--- src/rtl/poh_port_pkg.sv ---
package poh_port_pkg;

  // Number of overhead byte slots per payload frame; slot 0 is J1.
  localparam int POH_SLOTS = 9;
  localparam int SLOT_W    = 4;

  typedef logic [SLOT_W-1:0] slot_t;

  typedef enum logic [1:0] {
    SEQ_IDLE = 2'd0,
    SEQ_PEND = 2'd1,
    SEQ_BITS = 2'd2
  } seq_state_e;

  // Slot index that follows s, wrapping after the last slot.
  function automatic slot_t slot_after(slot_t s);
    if (s == slot_t'(POH_SLOTS - 1)) return '0;
    return s + slot_t'(1);
  endfunction

endpackage

--- src/rtl/poh_port_clkgen.sv ---
module poh_port_clkgen #(
  parameter int CLK_DIV = 4
) (
  input  logic clk,
  input  logic rst_n,
  output logic pclk_o,
  output logic fall_en_o
);
  localparam int HALF  = CLK_DIV / 2;
  localparam int CNT_W = (CLK_DIV > 2) ? $clog2(CLK_DIV) : 1;
  localparam logic [CNT_W-1:0] CNT_LAST = CNT_W'(CLK_DIV - 1);
  localparam logic [CNT_W-1:0] CNT_FALL = CNT_W'(HALF - 1);

  logic [CNT_W-1:0] div_q;
  logic             pclk_q;
  logic             rise_en;
  logic             fall_en;

  // Phase events: the edge at which pclk goes high / low.
  assign rise_en = (div_q == CNT_LAST);
  assign fall_en = (div_q == CNT_FALL);

  always_ff @(posedge clk) begin
    if (!rst_n) begin
      div_q  <= '0;
      pclk_q <= 1'b0;
    end else begin
      div_q <= rise_en ? '0 : div_q + CNT_W'(1);
      if (rise_en)      pclk_q <= 1'b1;
      else if (fall_en) pclk_q <= 1'b0;
    end
  end

  assign pclk_o    = pclk_q;
  assign fall_en_o = fall_en;

  a_r1_rise_on_phase: assert property (@(posedge clk) disable iff (!rst_n)
    $rose(pclk_q) |-> $past(rise_en));
  a_r1_fall_on_phase: assert property (@(posedge clk) disable iff (!rst_n)
    $fell(pclk_q) |-> $past(fall_en));
  a_r1_div_range: assert property (@(posedge clk) disable iff (!rst_n)
    div_q <= CNT_LAST);

endmodule

--- src/rtl/poh_port_sequencer.sv ---
module poh_port_sequencer
  import poh_port_pkg::*;
#(
  parameter int BYTE_BITS = 8
) (
  input  logic  clk,
  input  logic  rst_n,
  input  logic  fall_en_i,
  input  logic  slot_req_i,
  input  logic  slot_j1_i,
  output logic  en_o,
  output logic  frame_o,
  output logic  sample_en_o,
  output logic  first_bit_o,
  output logic  last_bit_o,
  output slot_t slot_o
);
  localparam int BIT_W = $clog2(BYTE_BITS + 1);
  localparam logic [BIT_W-1:0] BIT_LAST = BIT_W'(BYTE_BITS - 1);

  seq_state_e       state_q;
  logic [BIT_W-1:0] bit_q;
  logic             locked_q;
  slot_t            slot_q;
  logic             en_q;
  logic             frame_q;

  // Named internal events.
  logic accept;
  logic announce;
  logic sample_en;
  logic last_bit;

  assign accept    = (state_q == SEQ_IDLE) && slot_req_i && (locked_q || slot_j1_i);
  assign announce  = (state_q == SEQ_PEND) && fall_en_i;
  assign sample_en = (state_q == SEQ_BITS) && fall_en_i;
  assign last_bit  = (bit_q == BIT_LAST);

  always_ff @(posedge clk) begin
    if (!rst_n) begin
      state_q  <= SEQ_IDLE;
      bit_q    <= '0;
      locked_q <= 1'b0;
      slot_q   <= '0;
      en_q     <= 1'b0;
      frame_q  <= 1'b0;
    end else begin
      case (state_q)
        SEQ_IDLE: begin
          if (accept) begin
            state_q  <= SEQ_PEND;
            locked_q <= 1'b1;
            slot_q   <= slot_j1_i ? slot_t'(0) : slot_after(slot_q);
          end
        end
        SEQ_PEND: begin
          if (announce) begin
            state_q <= SEQ_BITS;
            bit_q   <= '0;
            en_q    <= 1'b1;
            frame_q <= (slot_q == slot_t'(0));
          end
        end
        SEQ_BITS: begin
          if (sample_en) begin
            en_q  <= 1'b0;
            bit_q <= bit_q + BIT_W'(1);
            if (last_bit) begin
              state_q <= SEQ_IDLE;
              frame_q <= 1'b0;
            end
          end
        end
        default: state_q <= SEQ_IDLE;
      endcase
    end
  end

  assign en_o        = en_q;
  assign frame_o     = frame_q;
  assign sample_en_o = sample_en;
  assign first_bit_o = (bit_q == '0);
  assign last_bit_o  = last_bit;
  assign slot_o      = slot_q;

  // Input assumption: one byte in flight at a time.
  a_r8_req_only_idle: assert property (@(posedge clk) disable iff (!rst_n)
    slot_req_i |-> (state_q == SEQ_IDLE));
  a_r2_en_moves_on_fall: assert property (@(posedge clk) disable iff (!rst_n)
    !$stable(en_q) |-> $past(fall_en_i));
  a_r2_frame_moves_on_fall: assert property (@(posedge clk) disable iff (!rst_n)
    !$stable(frame_q) |-> $past(fall_en_i));
  a_r3_en_one_period: assert property (@(posedge clk) disable iff (!rst_n)
    (en_q && fall_en_i) |=> !en_q);
  a_r4_frame_only_j1: assert property (@(posedge clk) disable iff (!rst_n)
    frame_q |-> (slot_q == slot_t'(0)) && (state_q == SEQ_BITS));
  a_r4_frame_ends_last_bit: assert property (@(posedge clk) disable iff (!rst_n)
    $fell(frame_q) |-> $past(sample_en && last_bit));
  a_r8_slot_range: assert property (@(posedge clk) disable iff (!rst_n)
    slot_q < slot_t'(POH_SLOTS));
  a_r9_lock_on_j1: assert property (@(posedge clk) disable iff (!rst_n)
    $rose(locked_q) |-> (slot_q == slot_t'(0)));

endmodule

--- src/rtl/poh_port_shifter.sv ---
module poh_port_shifter
  import poh_port_pkg::*;
#(
  parameter int BYTE_BITS = 8
) (
  input  logic                 clk,
  input  logic                 rst_n,
  input  logic                 sample_en_i,
  input  logic                 first_bit_i,
  input  logic                 last_bit_i,
  input  logic                 data_i,
  input  logic                 ins_i,
  input  slot_t                slot_i,
  output logic [BYTE_BITS-1:0] byte_o,
  output logic                 flag_o,
  output slot_t                slot_o,
  output logic                 valid_o
);
  typedef logic [BYTE_BITS-1:0] word_t;

  // Shift one bit in at the low end; earlier bits move toward the MSB.
  function automatic word_t push_bit(word_t acc, logic b);
    return {acc[BYTE_BITS-2:0], b};
  endfunction

  word_t sh_q;
  logic  all_ins_q;
  word_t byte_q;
  logic  flag_q;
  slot_t slot_q;
  logic  valid_q;

  // Named internal values for this sample.
  word_t sh_base;
  word_t sh_next;
  logic  ins_next;
  logic  byte_done;

  assign sh_base   = first_bit_i ? word_t'(0) : sh_q;
  assign sh_next   = push_bit(sh_base, data_i);
  assign ins_next  = ins_i & (first_bit_i | all_ins_q);
  assign byte_done = sample_en_i && last_bit_i;

  always_ff @(posedge clk) begin
    if (!rst_n) begin
      sh_q      <= '0;
      all_ins_q <= 1'b0;
      byte_q    <= '0;
      flag_q    <= 1'b0;
      slot_q    <= '0;
      valid_q   <= 1'b0;
    end else begin
      valid_q <= byte_done;
      if (sample_en_i) begin
        sh_q      <= sh_next;
        all_ins_q <= ins_next;
      end
      if (byte_done) begin
        byte_q <= sh_next;
        flag_q <= ins_next;
        slot_q <= slot_i;
      end
    end
  end

  assign byte_o  = byte_q;
  assign flag_o  = flag_q;
  assign slot_o  = slot_q;
  assign valid_o = valid_q;

  a_r6_valid_single: assert property (@(posedge clk) disable iff (!rst_n)
    valid_q |=> !valid_q);
  a_r7_flag_needs_last_ins: assert property (@(posedge clk) disable iff (!rst_n)
    (valid_q && flag_q) |-> $past(ins_i));
  a_r5_hold_between_samples: assert property (@(posedge clk) disable iff (!rst_n)
    !$past(sample_en_i) |-> $stable(sh_q));
  a_r6_valid_after_sample: assert property (@(posedge clk) disable iff (!rst_n)
    $rose(valid_q) |-> $past(sample_en_i));

endmodule

--- src/rtl/poh_serial_port.sv ---
module poh_serial_port
  import poh_port_pkg::*;
#(
  parameter int CLK_DIV   = 4,
  parameter int BYTE_BITS = 8
) (
  input  logic                 clk,
  input  logic                 rst_n,
  input  logic                 slot_req_i,
  input  logic                 slot_j1_i,
  input  logic                 ins_i,
  input  logic                 data_i,
  output logic                 pclk_o,
  output logic                 frame_o,
  output logic                 en_o,
  output logic [BYTE_BITS-1:0] byte_o,
  output logic                 flag_o,
  output logic [SLOT_W-1:0]    slot_o,
  output logic                 valid_o
);
  logic  fall_en;
  logic  sample_en;
  logic  first_bit;
  logic  last_bit;
  slot_t cur_slot;

  poh_port_clkgen #(.CLK_DIV(CLK_DIV)) u_clkgen (
    .clk       (clk),
    .rst_n     (rst_n),
    .pclk_o    (pclk_o),
    .fall_en_o (fall_en)
  );

  poh_port_sequencer #(.BYTE_BITS(BYTE_BITS)) u_seq (
    .clk         (clk),
    .rst_n       (rst_n),
    .fall_en_i   (fall_en),
    .slot_req_i  (slot_req_i),
    .slot_j1_i   (slot_j1_i),
    .en_o        (en_o),
    .frame_o     (frame_o),
    .sample_en_o (sample_en),
    .first_bit_o (first_bit),
    .last_bit_o  (last_bit),
    .slot_o      (cur_slot)
  );

  poh_port_shifter #(.BYTE_BITS(BYTE_BITS)) u_shift (
    .clk         (clk),
    .rst_n       (rst_n),
    .sample_en_i (sample_en),
    .first_bit_i (first_bit),
    .last_bit_i  (last_bit),
    .data_i      (data_i),
    .ins_i       (ins_i),
    .slot_i      (cur_slot),
    .byte_o      (byte_o),
    .flag_o      (flag_o),
    .slot_o      (slot_o),
    .valid_o     (valid_o)
  );

  // Sampling happens only at a falling edge of the port clock.
  a_r2_sample_on_fall: assert property (@(posedge clk) disable iff (!rst_n)
    sample_en |-> pclk_o);
  a_r10_idle_no_strobe: assert property (@(posedge clk) disable iff (!rst_n)
    $past(!rst_n) |-> !en_o && !frame_o && !valid_o);

endmodule

--- config.mk ---
export PLATFORM = sky130hd
export DESIGN_NAME = poh_serial_port
export DESIGN_NICKNAME = d
export VERILOG_FILES = /design/src/rtl/poh_port_pkg.sv /design/src/rtl/poh_port_clkgen.sv /design/src/rtl/poh_port_sequencer.sv /design/src/rtl/poh_port_shifter.sv /design/src/rtl/poh_serial_port.sv
export SDC_FILE = /design/constraint.sdc
export NUM_CORES = 1
export LEC_CHECK = 0
export BUFFER_PORTS_ARGS = -buffer_cell sky130_fd_sc_hd__buf_2
export CAP_MARGIN = 0
export CORE_MARGIN = 2
export CORE_UTILIZATION = 33
export CTS_BUF_LIST = sky130_fd_sc_hd__clkbuf_2
export CTS_CLUSTER_SIZE = 12
export DETAILED_ROUTE_END_ITERATION = 12
export PLACE_DENSITY = 0.54
export RECOVER_POWER = 100
export SLEW_MARGIN = 20
export SYNTH_ARGS = -nofsm -noshare
export SYNTH_HDL_FRONTEND = slang
export SYNTH_HIERARCHICAL = 1
export SYNTH_SLANG_ARGS = --single-unit
--- constraint.sdc ---
create_clock -name clk -period 1.4 [get_ports clk]
set_input_delay 0.28 -clock clk [delete_from_list [all_inputs] [get_ports clk]]
set_output_delay 0.28 -clock clk [all_outputs]
set_load 0.1 [all_outputs]
==> results.yml <==
critical_path:
  worstSetupEndpointType: "flop"
  path_cells: "buf_6 -> ha_4 -> nand2_4 -> nor2_4 -> buf_4 -> nand4b_1 -> a21oi_2"
  cp_data_required_time_ns: 1.76
  crit_path_top_delay_cell: "dfxtp_2"
  slowest_delay_ns: 0.38
  cp_max_fo: 5
  crit_type: "flop to flop"
  arrival_ns: 1.74
  start_kind: "flop"
sta:
  setup_viol: 0
  fin_ws_ns: 0.02970
  period_share_pct: 97.88
  slew_headroom_pct: 79.78
  fmax_ghz: 0.7298
  hold_viol_final: 0
  rsz0062_at_grt: "true"
  finClkSkew_ns: 0.01101
  layout_min_cycle_time_ns: 1.370
  finalMaxSlewViolations: 0
  worstMarginPinSlew_ns: 0.2986
synthesis:
  synthAdderAreaFrac_pct: 3.974
  ys_warn_count: 6
  yosys.area_share.simple_pct: 21.32
  synth_top_family_by_area: "compound AO/OA/AOI/OAI gates"
  synthMuxAreaShare_pct: 0.5298
  syn_nets: 213
  synthCells: 201
  synth_seq_cells: 38
  synth-main-ff-cell: "dfxtp_1"
  synth_seq_area_share_pct: 40.26
  synth_compound_area_share_pct: 24.77
  synth.avg_cell_area_um2: 9.400
  async_flop_share_pct: 0
  yosysUniqueCellTypes: 47
  netlist_area_mm2: 0.001889
  synth-edff-count: 0
  synth_xor_xnor_area_share_pct: 0
detailed_routing:
  drcViolationCount: 0
  vias: 1582
  routed_wl_mm: 4.373
  drtAntennaViolNets: 0
  wl_per_cell_um: 13.79
  dr.pass1.iters: 4
  drt_iter0_markers: 92
  viasPerCell: 4.991
power_and_ir_drop:
  leakage_uw: 0.0009796
  vdd_drop_max_uv: 469.2
  powerDensity_mw_per_mm2: 904.6
layout:
  diodes: 0
  areaGrowthSynthToFinish_pct: 37.42
  drive_above_1_share_pct: 38.37
  fin_area_mm2: 0.002596
  layout.nets: 256
placement:
  io_buffers: 22
  placedInstanceArea_mm2: 0.002142
  gp_congestion: 0.7268
  pre_cts_ws_ns: -0.07938
  place_hpwl_mm: 2.567
die:
  num_rows: 27
  fp.dieH_um: 79.67
  dieArea_mm2: 0.006347
  coreArea_mm2: 0.005507
  die_w_um: 79.67
  io_pins: 23
  start_util_pct: 34.31
cts:
  clockBufferDepth: 2
  clk_pin_slew_ns: 0.22
  h-tree-depth: 2
  cts_sinks: 38
  cts-root-buf: "clkbuf_2"
  cts-buffers-inserted: 5
  cts_tree: "done"
  clock_latency_ns: 0.40
outcome:
  status: "finished clean"
global_routing:
  grt_pass1_vias: 1408
  grt_start_max_net_pins: 43
  grtUsageTotal_pct: 13.33
  antenna_found_initial: 0
  grt_remaining_overflow: 0
  grt_pass1_wl_mm: 6.624
min_path:
  holdCritPathClass: "input pin to flop"
run:
  cap_violations: 0
-- per-layer routing --
layer	up-vias	share of wire, %	GRT usage, %
met3	6	2.9	3.394
li1	798	-	-
met2	25	47	19.92
met4	0	1.6	6.034
met5	-	0	0
met1	753	49	17.97
-- synthesized netlist by cell type, types with 2 or more instances --
cell type | number | area (um^2)
nand4b_1 | 7 | 61.31
inv_2 | 2 | 7.510
o21ai_0 | 2 | 10.01
a31oi_1 | 2 | 12.51
nand3b_1 | 7 | 52.55
dfxtp_1 | 38 | 760.7
o21a_1 | 6 | 45.04
nor3_1 | 3 | 15.01
o21ai_1 | 2 | 10.01
nor3b_1 | 2 | 15.01
nor2_1 | 9 | 33.78
nand2b_1 | 10 | 62.56
inv_1 | 9 | 33.78
a21oi_1 | 19 | 95.09
and3_1 | 2 | 12.51
nand2_1 | 10 | 37.54
ha_1 | 6 | 75.07
nand3_1 | 9 | 45.04
buf_4 | 3 | 22.52
buf_6 | 6 | 67.56
a21bo_1 | 13 | 130.1
buf_2 | 3 | 15.01
clkbuf_1 | 3 | 11.26
a21oi_2 | 5 | 43.79
-- flip-flops by register name (all words and copies together), names as in the netlist --
name               cells
u_clkgen/pclk_o        1
u_seq/state_q          2
u_seq/bit_q            4
u_seq/frame_o          1
u_shift/valid_o        1
u_shift/all_ins_q      1
u_seq/en_o             1
u_shift/sh_q           7
u_clkgen/div_q         2
u_shift/flag_o         1
u_seq/slot_o           4
u_seq/locked_q         1
u_shift/slot_o         4
u_shift/byte_o         8
-- final timing paths --
kind / slack [ns] / endpoint / from / depth (start not counted)
max: 0.03 / u_shift/byte_o[4] / u_seq/bit_q[0] / 7
min: 0.11 / u_shift/sh_q[0] / data_i / 3
max reg2reg: 0.03 / u_shift/byte_o[4] / u_seq/bit_q[0] / 7
min reg2reg: 0.46 / u_clkgen/div_q[0] / u_clkgen/div_q[0] / 1
-- logic make-up (layout without fill, tap and decap cells) --
| group | count (synthesis) | in the layout |
|---|---|---|
| buffers and inverters | 27 | 71 |
| muxes | 1 | 1 |
| AOI/OAI and AO/OA | 62 | 62 |
| adders and majority gates | 6 | 6 |
| and+or+nand+nor | 67 | 67 |
| DFF | 38 | 38 |
-- cell type report --
cell class | count | area (um^2)
clock buffer | 5 | 25.02
sequential | 38 | 770.7
fill | 516 | 2910
inverter | 11 | 41.29
timing repair buffer | 52 | 534.3
multi-input combinational | 136 | 1066
clock inverter | 3 | 68.82
tap | 72 | 90.09
-- what timing repair did --
item | CTS | global route
cloned | 0 | 5
pin swaps | 1 | 14
setup endpoints to repair | 37 | 38
gates resized for setup | 23 | 36
buffers inserted | 0 | 6
hold buffers | 0 | 0
-- layout by cell type, fill, tap and decap left out, types with 8 or more instances in the layout --
cell type,count
dfxtp_1,32
buf_4,22
buf_6,19
a21oi_1,16
a21bo_1,13
nand2_1,9
nand2b_1,9
nor2_1,8
inv_1,8
a21oi_2,8
-- where the power goes --
group / switching [uW] / leakage [uW] / internal, uW
sequential: 21.6 / 0.000310 / 1110
combinational: 196 / 0.000616 / 131
clock: 403 / 0.0000532 / 484
-- critical path, delay by kind of cell, from the launching register on --
family	cells	cell delay (ns)
buffers and inverters	2	0.30
and+or+nand+nor	3	0.39
AOI/OAI and AO/OA	1	0.12
adders and majority gates	1	0.14
DFF	1	0.38
-- stage by stage --
stage | utilization [%] | TNS [ns] | total power [uW] | instances | hold WS (ns)
after floorplan | - | 0 | 1385 | 201 | 0.3941
after global placement | 38.90 | -0.4579 | 1441 | 298 | 0.4313
after detailed placement | 38.90 | -1.010 | 1443 | 298 | 0.4369
after CTS | 41.74 | -0.03492 | 2339 | 306 | 0.1067
after global routing | 47.15 | -0.5565 | 2448 | 317 | 0.08608
final | 47.15 | 0 | 2349 | 317 | 0.1097
Note: power is estimated with default switching activity, not from simulation.
